<file path="config.mk">
export PLATFORM = sky130hd
export DESIGN_NAME = coin_pair_vendor
export DESIGN_NICKNAME = d
export VERILOG_FILES = /design/src/rtl/cpv_pkg.sv /design/src/rtl/cpv_sync.sv /design/src/rtl/cpv_next.sv /design/src/rtl/cpv_outdec.sv /design/src/rtl/coin_pair_vendor.sv
export SDC_FILE = /design/constraint.sdc
export NUM_CORES = 1
export LEC_CHECK = 0
export ABC_CLOCK_PERIOD_IN_PS = 2300
export CORE_AREA = 2 2 39 41
export DETAILED_ROUTE_END_ITERATION = 10
export DIE_AREA = 0 0 41 43
export DONT_BUFFER_PORTS = 1
export PLACE_DENSITY = 0.64
export SETUP_SLACK_MARGIN = 0.3
export SKIP_LAST_GASP = 1
export SYNTH_ARGS = -nofsm -noshare
export SYNTH_HDL_FRONTEND = slang
export SYNTH_SLANG_ARGS = --single-unit
export TNS_END_PERCENT = 20
</file>
<file path="constraint.sdc">
create_clock -name clk_i -period 2.3 [get_ports clk_i]
set_input_delay 0.46 -clock clk_i [delete_from_list [all_inputs] [get_ports clk_i]]
set_output_delay 0.46 -clock clk_i [all_outputs]
set_load 0.01 [all_outputs]
</file>
<file path="src/rtl/cpv_pkg.sv">
package cpv_pkg;
  localparam int unsigned ST_COUNT = 8;

  localparam int unsigned I_INIT  = 0;
  localparam int unsigned I_WAIT1 = 1;
  localparam int unsigned I_COIN1 = 2;
  localparam int unsigned I_REL1  = 3;
  localparam int unsigned I_WAIT2 = 4;
  localparam int unsigned I_COIN2 = 5;
  localparam int unsigned I_REL2  = 6;
  localparam int unsigned I_VEND  = 7;

  typedef logic [ST_COUNT-1:0] st_vec_t;

  localparam st_vec_t ST_INIT  = st_vec_t'(1) << I_INIT;
  localparam st_vec_t ST_WAIT1 = st_vec_t'(1) << I_WAIT1;
  localparam st_vec_t ST_COIN1 = st_vec_t'(1) << I_COIN1;
  localparam st_vec_t ST_REL1  = st_vec_t'(1) << I_REL1;
  localparam st_vec_t ST_WAIT2 = st_vec_t'(1) << I_WAIT2;
  localparam st_vec_t ST_COIN2 = st_vec_t'(1) << I_COIN2;
  localparam st_vec_t ST_REL2  = st_vec_t'(1) << I_REL2;
  localparam st_vec_t ST_VEND  = st_vec_t'(1) << I_VEND;
endpackage

</file>
<file path="src/rtl/cpv_sync.sv">
module cpv_sync #(
  parameter int unsigned STAGES = 2
) (
  input  logic clk_i,
  input  logic rst_ni,
  input  logic d_i,
  output logic q_o
);
  localparam int unsigned LAST = STAGES - 1;

  logic [STAGES-1:0] sh_q;

  generate
    if (STAGES > 1) begin : g_chain
      always_ff @(posedge clk_i or negedge rst_ni) begin
        if (!rst_ni) sh_q <= '0;
        else         sh_q <= {sh_q[STAGES-2:0], d_i};
      end
    end else begin : g_single
      always_ff @(posedge clk_i or negedge rst_ni) begin
        if (!rst_ni) sh_q <= '0;
        else         sh_q <= d_i;
      end
    end
  endgenerate

  assign q_o = sh_q[LAST];
endmodule

</file>
<file path="src/rtl/cpv_next.sv">
module cpv_next
  import cpv_pkg::*;
(
  input  st_vec_t cur_i,
  input  logic    coin_i,
  output st_vec_t nxt_o
);
  always_comb begin
    case (cur_i)
      ST_INIT:  nxt_o = ST_WAIT1;
      ST_WAIT1: nxt_o = coin_i ? ST_COIN1 : ST_WAIT1;
      ST_COIN1: nxt_o = coin_i ? ST_COIN1 : ST_REL1;
      ST_REL1:  nxt_o = ST_WAIT2;
      ST_WAIT2: nxt_o = coin_i ? ST_COIN2 : ST_WAIT2;
      ST_COIN2: nxt_o = coin_i ? ST_COIN2 : ST_REL2;
      ST_REL2:  nxt_o = ST_VEND;
      ST_VEND:  nxt_o = ST_INIT;
      default:  nxt_o = ST_INIT;
    endcase
  end
endmodule

</file>
<file path="src/rtl/cpv_outdec.sv">
module cpv_outdec
  import cpv_pkg::*;
(
  input  st_vec_t cur_i,
  output logic    ack_o,
  output logic    vend_o
);
  always_comb begin
    ack_o  = cur_i[I_COIN1] | cur_i[I_COIN2];
    vend_o = cur_i[I_VEND];
  end
endmodule

</file>
<file path="src/rtl/coin_pair_vendor.sv">
module coin_pair_vendor #(
  parameter int unsigned SYNC_STAGES = 2
) (
  input  logic clk_i,
  input  logic rst_ni,
  input  logic tick_i,
  input  logic coin_i,
  output logic coin_ack_o,
  output logic vend_o
);
  import cpv_pkg::*;

  logic    coin_s;
  st_vec_t state_q;
  st_vec_t state_nxt;

  cpv_sync #(.STAGES(SYNC_STAGES)) u_sync (
    .clk_i  (clk_i),
    .rst_ni (rst_ni),
    .d_i    (coin_i),
    .q_o    (coin_s)
  );

  cpv_next u_next (
    .cur_i  (state_q),
    .coin_i (coin_s),
    .nxt_o  (state_nxt)
  );

  // Reset wins over the tick; the register holds between ticks.
  always_ff @(posedge clk_i or negedge rst_ni) begin
    if (!rst_ni)     state_q <= ST_INIT;
    else if (tick_i) state_q <= state_nxt;
  end

  cpv_outdec u_dec (
    .cur_i  (state_q),
    .ack_o  (coin_ack_o),
    .vend_o (vend_o)
  );

  a_r2_onehot: assert property (@(posedge clk_i) disable iff (!rst_ni)
    $countones(state_q) == 1);

  a_r2_init_to_wait: assert property (@(posedge clk_i) disable iff (!rst_ni)
    (state_q[I_INIT] && tick_i) |=> state_q[I_WAIT1]);

  a_r3_hold_coin: assert property (@(posedge clk_i) disable iff (!rst_ni)
    (state_q[I_COIN1] && coin_s && tick_i) |=> state_q[I_COIN1]);

  a_r5_vend_after_release: assert property (@(posedge clk_i) disable iff (!rst_ni)
    $rose(vend_o) |-> $past(state_q[I_REL2]));

  a_r2_vend_to_init: assert property (@(posedge clk_i) disable iff (!rst_ni)
    (state_q[I_VEND] && tick_i) |=> state_q[I_INIT]);

  a_r8_frozen: assert property (@(posedge clk_i) disable iff (!rst_ni)
    !tick_i |=> $stable(state_q));
endmodule

</file>
======== Yosys cells after proc, flatten, opt, wreduce, memory -nomap -nowiden ========
Index checks and enable logic that the tools add are counted.
operators by class
  $add $sub $neg .......................... 0
  $mul .................................... 0
  div/mod/pow operators ................... 0
  order comparisons ....................... 0
  eq/ne operators ......................... 7
  shifts and indexed selects .............. 0
  multiplexer cells ....................... 5
  bitwise operators ....................... 1
  reduce and logical (&&, ||, !) cells .... 0
operators by type and width
  operator              number
  $pmux W8 S7           1
  $eq A8 B1 Y1 const B  1
  $eq A8 B2 Y1 const B  1
  $eq A8 B3 Y1 const B  1
  $eq A8 B4 Y1 const B  1
  $eq A8 B5 Y1 const B  1
  $eq A8 B6 Y1 const B  1
  $eq A8 B7 Y1 const B  1
  $mux W7               1
  $mux W6               1
  $mux W4               1
  $mux W3               1
  $or A1 B1 Y1          1
storage, ports and cells
  register bits after elaboration ......... 10
  bits in latches ......................... 0
  bits in writable memories ............... 0
  bits in read-only memories .............. 0
  input bits .............................. 4
  output and inout port bits .............. 2
  logic and storage cells ................. 15
  memories ................................ 0

======== Depth between registers and ports, before layout ========
  depth after elaboration ................. 2
  mapped depth ............................ 5
  mapped depth without buffers ............ 4

======== Cells and area by module ========
From an unflattened synthesis, not the netlist that was laid out.
unflattened totals
  cells, all modules ...................... 55
  area, all modules ....................... 613.1 sq um
modules (own cells, without submodules)
  module            instances  cells an instance  area each (sq um)  seq. area each (sq um)
  coin_pair_vendor  1          17                 332.8              201.4
  cpv_next          1          34                 216.5              0.0
  cpv_sync          1          2                  50.0               50.0
  cpv_outdec        1          2                  13.8               0.0

======== Least setup slack after synthesis ========
Ideal clock, no wire load.
  path type ............................... reg2reg
  start ................................... register state_q[2]
  end ..................................... register state_q[7]
  library setup time ...................... 0.104 ns
  arrival ................................. 1.415 ns
  required time ........................... 2.196 ns
  setup slack ............................. 0.781 ns
  stages on the path, launching flop included .. 5
  buffers on the path ..................... 1
  clock period less this slack ............ 1.519 ns
  cells stage by stage .................... dfrtp_1 > buf_6 > or2_4 > or4_4 > o41ai_2
on the way
  longest elaborated chain between the ends .. 2
  elaborated cells between the ends (all ways) .. 8
  classes of those cells .................. 7 x eq/ne; 1 x mux
ends and longest elaborated chain
  item                                  RTL line                text
  from (decl)                           coin_pair_vendor.sv:14  st_vec_t state_q;
  from (signal assigned)                coin_pair_vendor.sv:33  else if (tick_i) state_q <= state_nxt;
  $eq A8 B7 Y1 (tied with other cells)  cpv_next.sv:9           case (cur_i)
  $pmux W8 S7 (*)                       cpv_next.sv:9
Mark *: on every way between the ends. The rest lies on a longest branch, timed or not.
A chain may end at the register's enable or synchronous reset.

======== Worst setup path in the final report ========
Ends and elaborated chain as after synthesis.

==> reports/summary.txt <==
RUN STATUS
---------------------------------------------------------------------------------
Outcome                                                                 completed

LOGIC SYNTHESIS
---------------------------------------------------------------------------------
Nets in the synthesized netlist                                                61
Mapped Area                                                               562 µm²
Synth async-reset ratio                                                      100%
Syn Area/Cell                                                            9.86 µm²
Fraction of post-synthesis cell area in the top cell type by area           40.1%
Main flop type after synthesis                                            dfrtp_1
Mux share of post-synthesis cell area                                       2.00%
Synth warn                                                                      0
Combinational family with the most area after synthesis              compound AO/OA/AOI/OAI gates
Number of enable-type register cells in the synthesized netlist                 0
Cell type contributing the most total cell area after synthesis           dfrtp_1
Synthesized flop and latch total                                               10
Simple logic cell fraction of the synthesized area                          21.2%
Synth top area cells                                                 dfrtp_1, nand2_1, dfstp_2
Number of distinct library cells after synthesis                               28
Compound-cell area share of the yosys netlist                               21.6%
Gate count after technology mapping                                            57
Adder-cell share of the synthesized area                                       0%
Xor and xnor area share after synthesis                                     1.56%
Proportion of synthesized chip area in sequential cells                     44.8%

PLACED DESIGN
---------------------------------------------------------------------------------
HPWL Detailed                                                              738 µm
Placer's final routability congestion estimate                              0.784
Port Buffers                                                                    0
Instance count after placement with tap cells included                         71
Post-DP Area                                                              554 µm²

CLOCKING
---------------------------------------------------------------------------------
Clock slew seen by the registers of the worst setup and hold paths        0.07 ns
Maximum clock insertion buffer count                                            2
Htree depth                                                                     1
Setup fix buffers added after clock tree synthesis                              0
Clock tree from TritonCTS                                                    done
Hold Buf Count CTS                                                              1
Clock network latency to the later pin of the worst-skew pair             0.27 ns
Library cell used as clock root buffer                                   clkbuf_4
Number of sinks on the clock net                                               10
PostCTS Resize Cnt                                                              0
Number of buffers created by CTS                                                3

FLOORPLAN
---------------------------------------------------------------------------------
Core Rows                                                                      14
Die extent in y                                                             43 µm
Number of top-level pins                                                        6
Die area                                                                 1760 µm²
Initial cell density of the core                                            40.6%
Core Area                                                                1380 µm²
DIE WIDTH                                                                   41 µm

SETUP PATH
---------------------------------------------------------------------------------
Endpoint type of the worst setup path                                    register
Worst Setup Start Kind                                                   register
Data required time at the worst endpoint                                  2.48 ns
Critical path class                                                       reg2reg
Reg2Reg Depth                                                                   3
CP Data Arrival Time                                                      1.78 ns
Launch point of the worst reg-to-reg path                              state_q[2]
Worst-path maximum fanout                                                       9
Worst R2R End                                                          state_q[7]
FF-to-FF setup slack                                                      0.70 ns

TIMING
---------------------------------------------------------------------------------
Total count of max-transition violations in the final report                    0
Max Fclk                                                                  623 MHz
Worst slew pin tran                                                      0.405 ns
Setup repair after global routing missed its margin                         false
Final hold violations                                                           0
Fin Clk Skew                                                           0.00817 ns
Worst rel slew slack                                                        72.9%
Number of endpoints failing setup at the final stage                            0
Final worst-path cycle share                                                69.7%
Final sum of negative setup slack                                            0 ns
Post-layout minimum cycle time                                            1.60 ns

GLOBAL ROUTING
---------------------------------------------------------------------------------
Overall overflow remaining after global route                                   0
Via count of the first global-routing pass                                    377
Global router's overall resource usage                                      15.5%
Number of antenna violations at the first check in global routing               0
Wire length of the first global-routing pass                              1700 µm
Largest net degree at the start of global routing                              11

FINAL LAYOUT
---------------------------------------------------------------------------------
Final Cell Area                                                           601 µm²
Relative area change from synthesis to final layout                         6.90%
Layout cells sized above 1                                                  18.3%
Fin util                                                                    43.4%
Post-layout nets                                                               65
Number of cells in the finished layout apart from fillers                      76
Count of inserted antenna diode cells                                           0

FLOW RUN
---------------------------------------------------------------------------------
Count of max-cap constraint violations                                          0

HOLD PATH
---------------------------------------------------------------------------------
Class of the tightest hold or removal check                              in2async

DRT
---------------------------------------------------------------------------------
Post-route DRC                                                                  0
Drt wl/cell                                                               13.8 µm
Detailed-route via count                                                      436
Via density                                                                  5.74
Post-route antenna net violation count                                          0
Drt first-iter violations                                                      28
Detailed-routing iteration count for the pre-antenna-repair pass                4
Wire length after detailed routing                                        1050 µm

PWR
---------------------------------------------------------------------------------
Static leakage                                                           0.253 nW
Maximum vdd drop                                                       0.000398 V
P per Cell Area                                                       1000 nW/µm²

## synth_stat cells (all sizes together) (2+ instances only)
cell / count
a31oi: 2
nor3: 3
buf: 2
a32o: 2
nand3: 3
nor2: 3
nand2: 8
o41ai: 2
o22ai: 3
dfrtp: 9
o21ai: 3
inv: 4
## stage by stage
step           hold slack (ns)  power, W  setup WS, ns
6_report                0.0288  0.000604         0.696
5_1_grt               0.000556  0.000643         0.649
4_1_cts                 0.0161  0.000610         0.689
3_5_place_dp             0.165  0.000439         0.705
3_3_place_gp             0.165  0.000438         0.741
2_1_floorplan            0.164  0.000441         0.781
## worst max-delay path: stages (launching register included)
cell and delay [ns]:
dfrtp_1 0.47, or2_4 0.29, or4_4 0.45, o41ai_2 0.29
## final cells by class
type / instances / area (µm²)
clock buffer: 4 / 36.3
fill: 138 / 783
inverter: 4 / 15.0
multi-input combinational: 40 / 260
sequential: 10 / 251
tap: 16 / 20.0
timing repair buffer: 2 / 17.5
## worst max path at each step
stage | cells past startpoint | slack, ns | from | end
after detailed placement | 3 | 0.70 | state_q[2] | state_q[7]
after global routing | 3 | 0.65 | state_q[2] | state_q[7]
after global placement | 3 | 0.74 | state_q[5] | state_q[7]
after floorplan | 4 | 0.78 | state_q[2] | state_q[7]
after CTS | 3 | 0.69 | state_q[2] | state_q[7]
final | 3 | 0.70 | state_q[2] | state_q[7]
## per-layer routing
| layer | share of wire [%] | vias up | global-route usage [%] |
|---|---|---|---|
| li1 | - | 218 | - |
| met3 | 6.3 | 0 | 9.42 |
| met1 | 49 | 205 | 21.5 |
| met2 | 45 | 13 | 19.1 |
| met5 | 0 | - | 0 |
| met4 | 0 | 0 | 6.00 |
## placed cells by master (no fill, tap or decap)
cell / Yosys / final
o41ai_2: 1 / 1
o2111ai_1: 1 / 1
nand3_1: 3 / 3
a32o_1: 2 / 2
nand2_1: 8 / 8
or4_4: 1 / 1
o22ai_1: 3 / 3
o21ai_1: 1 / 1
nor2_1: 3 / 3
a21oi_1: 1 / 1
mux2_2: 1 / 1
dfstp_2: 1 / 1
xor2_1: 1 / 1
a31oi_1: 2 / 2
buf_4: 0 / 1
o2bb2ai_1: 1 / 1
nor4_2: 1 / 1
clkbuf_8: 0 / 1
dfrtp_1: 9 / 9
and3b_1: 1 / 1
dlygate4sd3_1: 0 / 1
o21ai_0: 2 / 2
o41ai_1: 1 / 1
inv_1: 4 / 4
nor3_1: 3 / 3
nor2b_1: 1 / 1
clkbuf_4: 0 / 3
o31ai_1: 1 / 1
or2_4: 1 / 1
## power by group
part / leakage, nW / total, W / switching (W) / internal (W)
clock network: 0.0210 / 0.000162 / 0.0000658 / 0.0000963
registers: 0.130 / 0.000260 / 0.0000527 / 0.000207
logic: 0.102 / 0.000181 / 0.0000882 / 0.0000931
## state kept, by name, summed over array words and instances, names as in the netlist
name and flops:
state_q 8, u_sync.sh_q 2
## cell families after synthesis
family,count (synthesis)
and+or+nand+nor,22
DFF,10
xor gates and xnor gates,1
buffers and inverters,7
AOI/OAI and AO/OA,16
muxes,1
No activity file was read; power rests on OpenSTA's default activity.
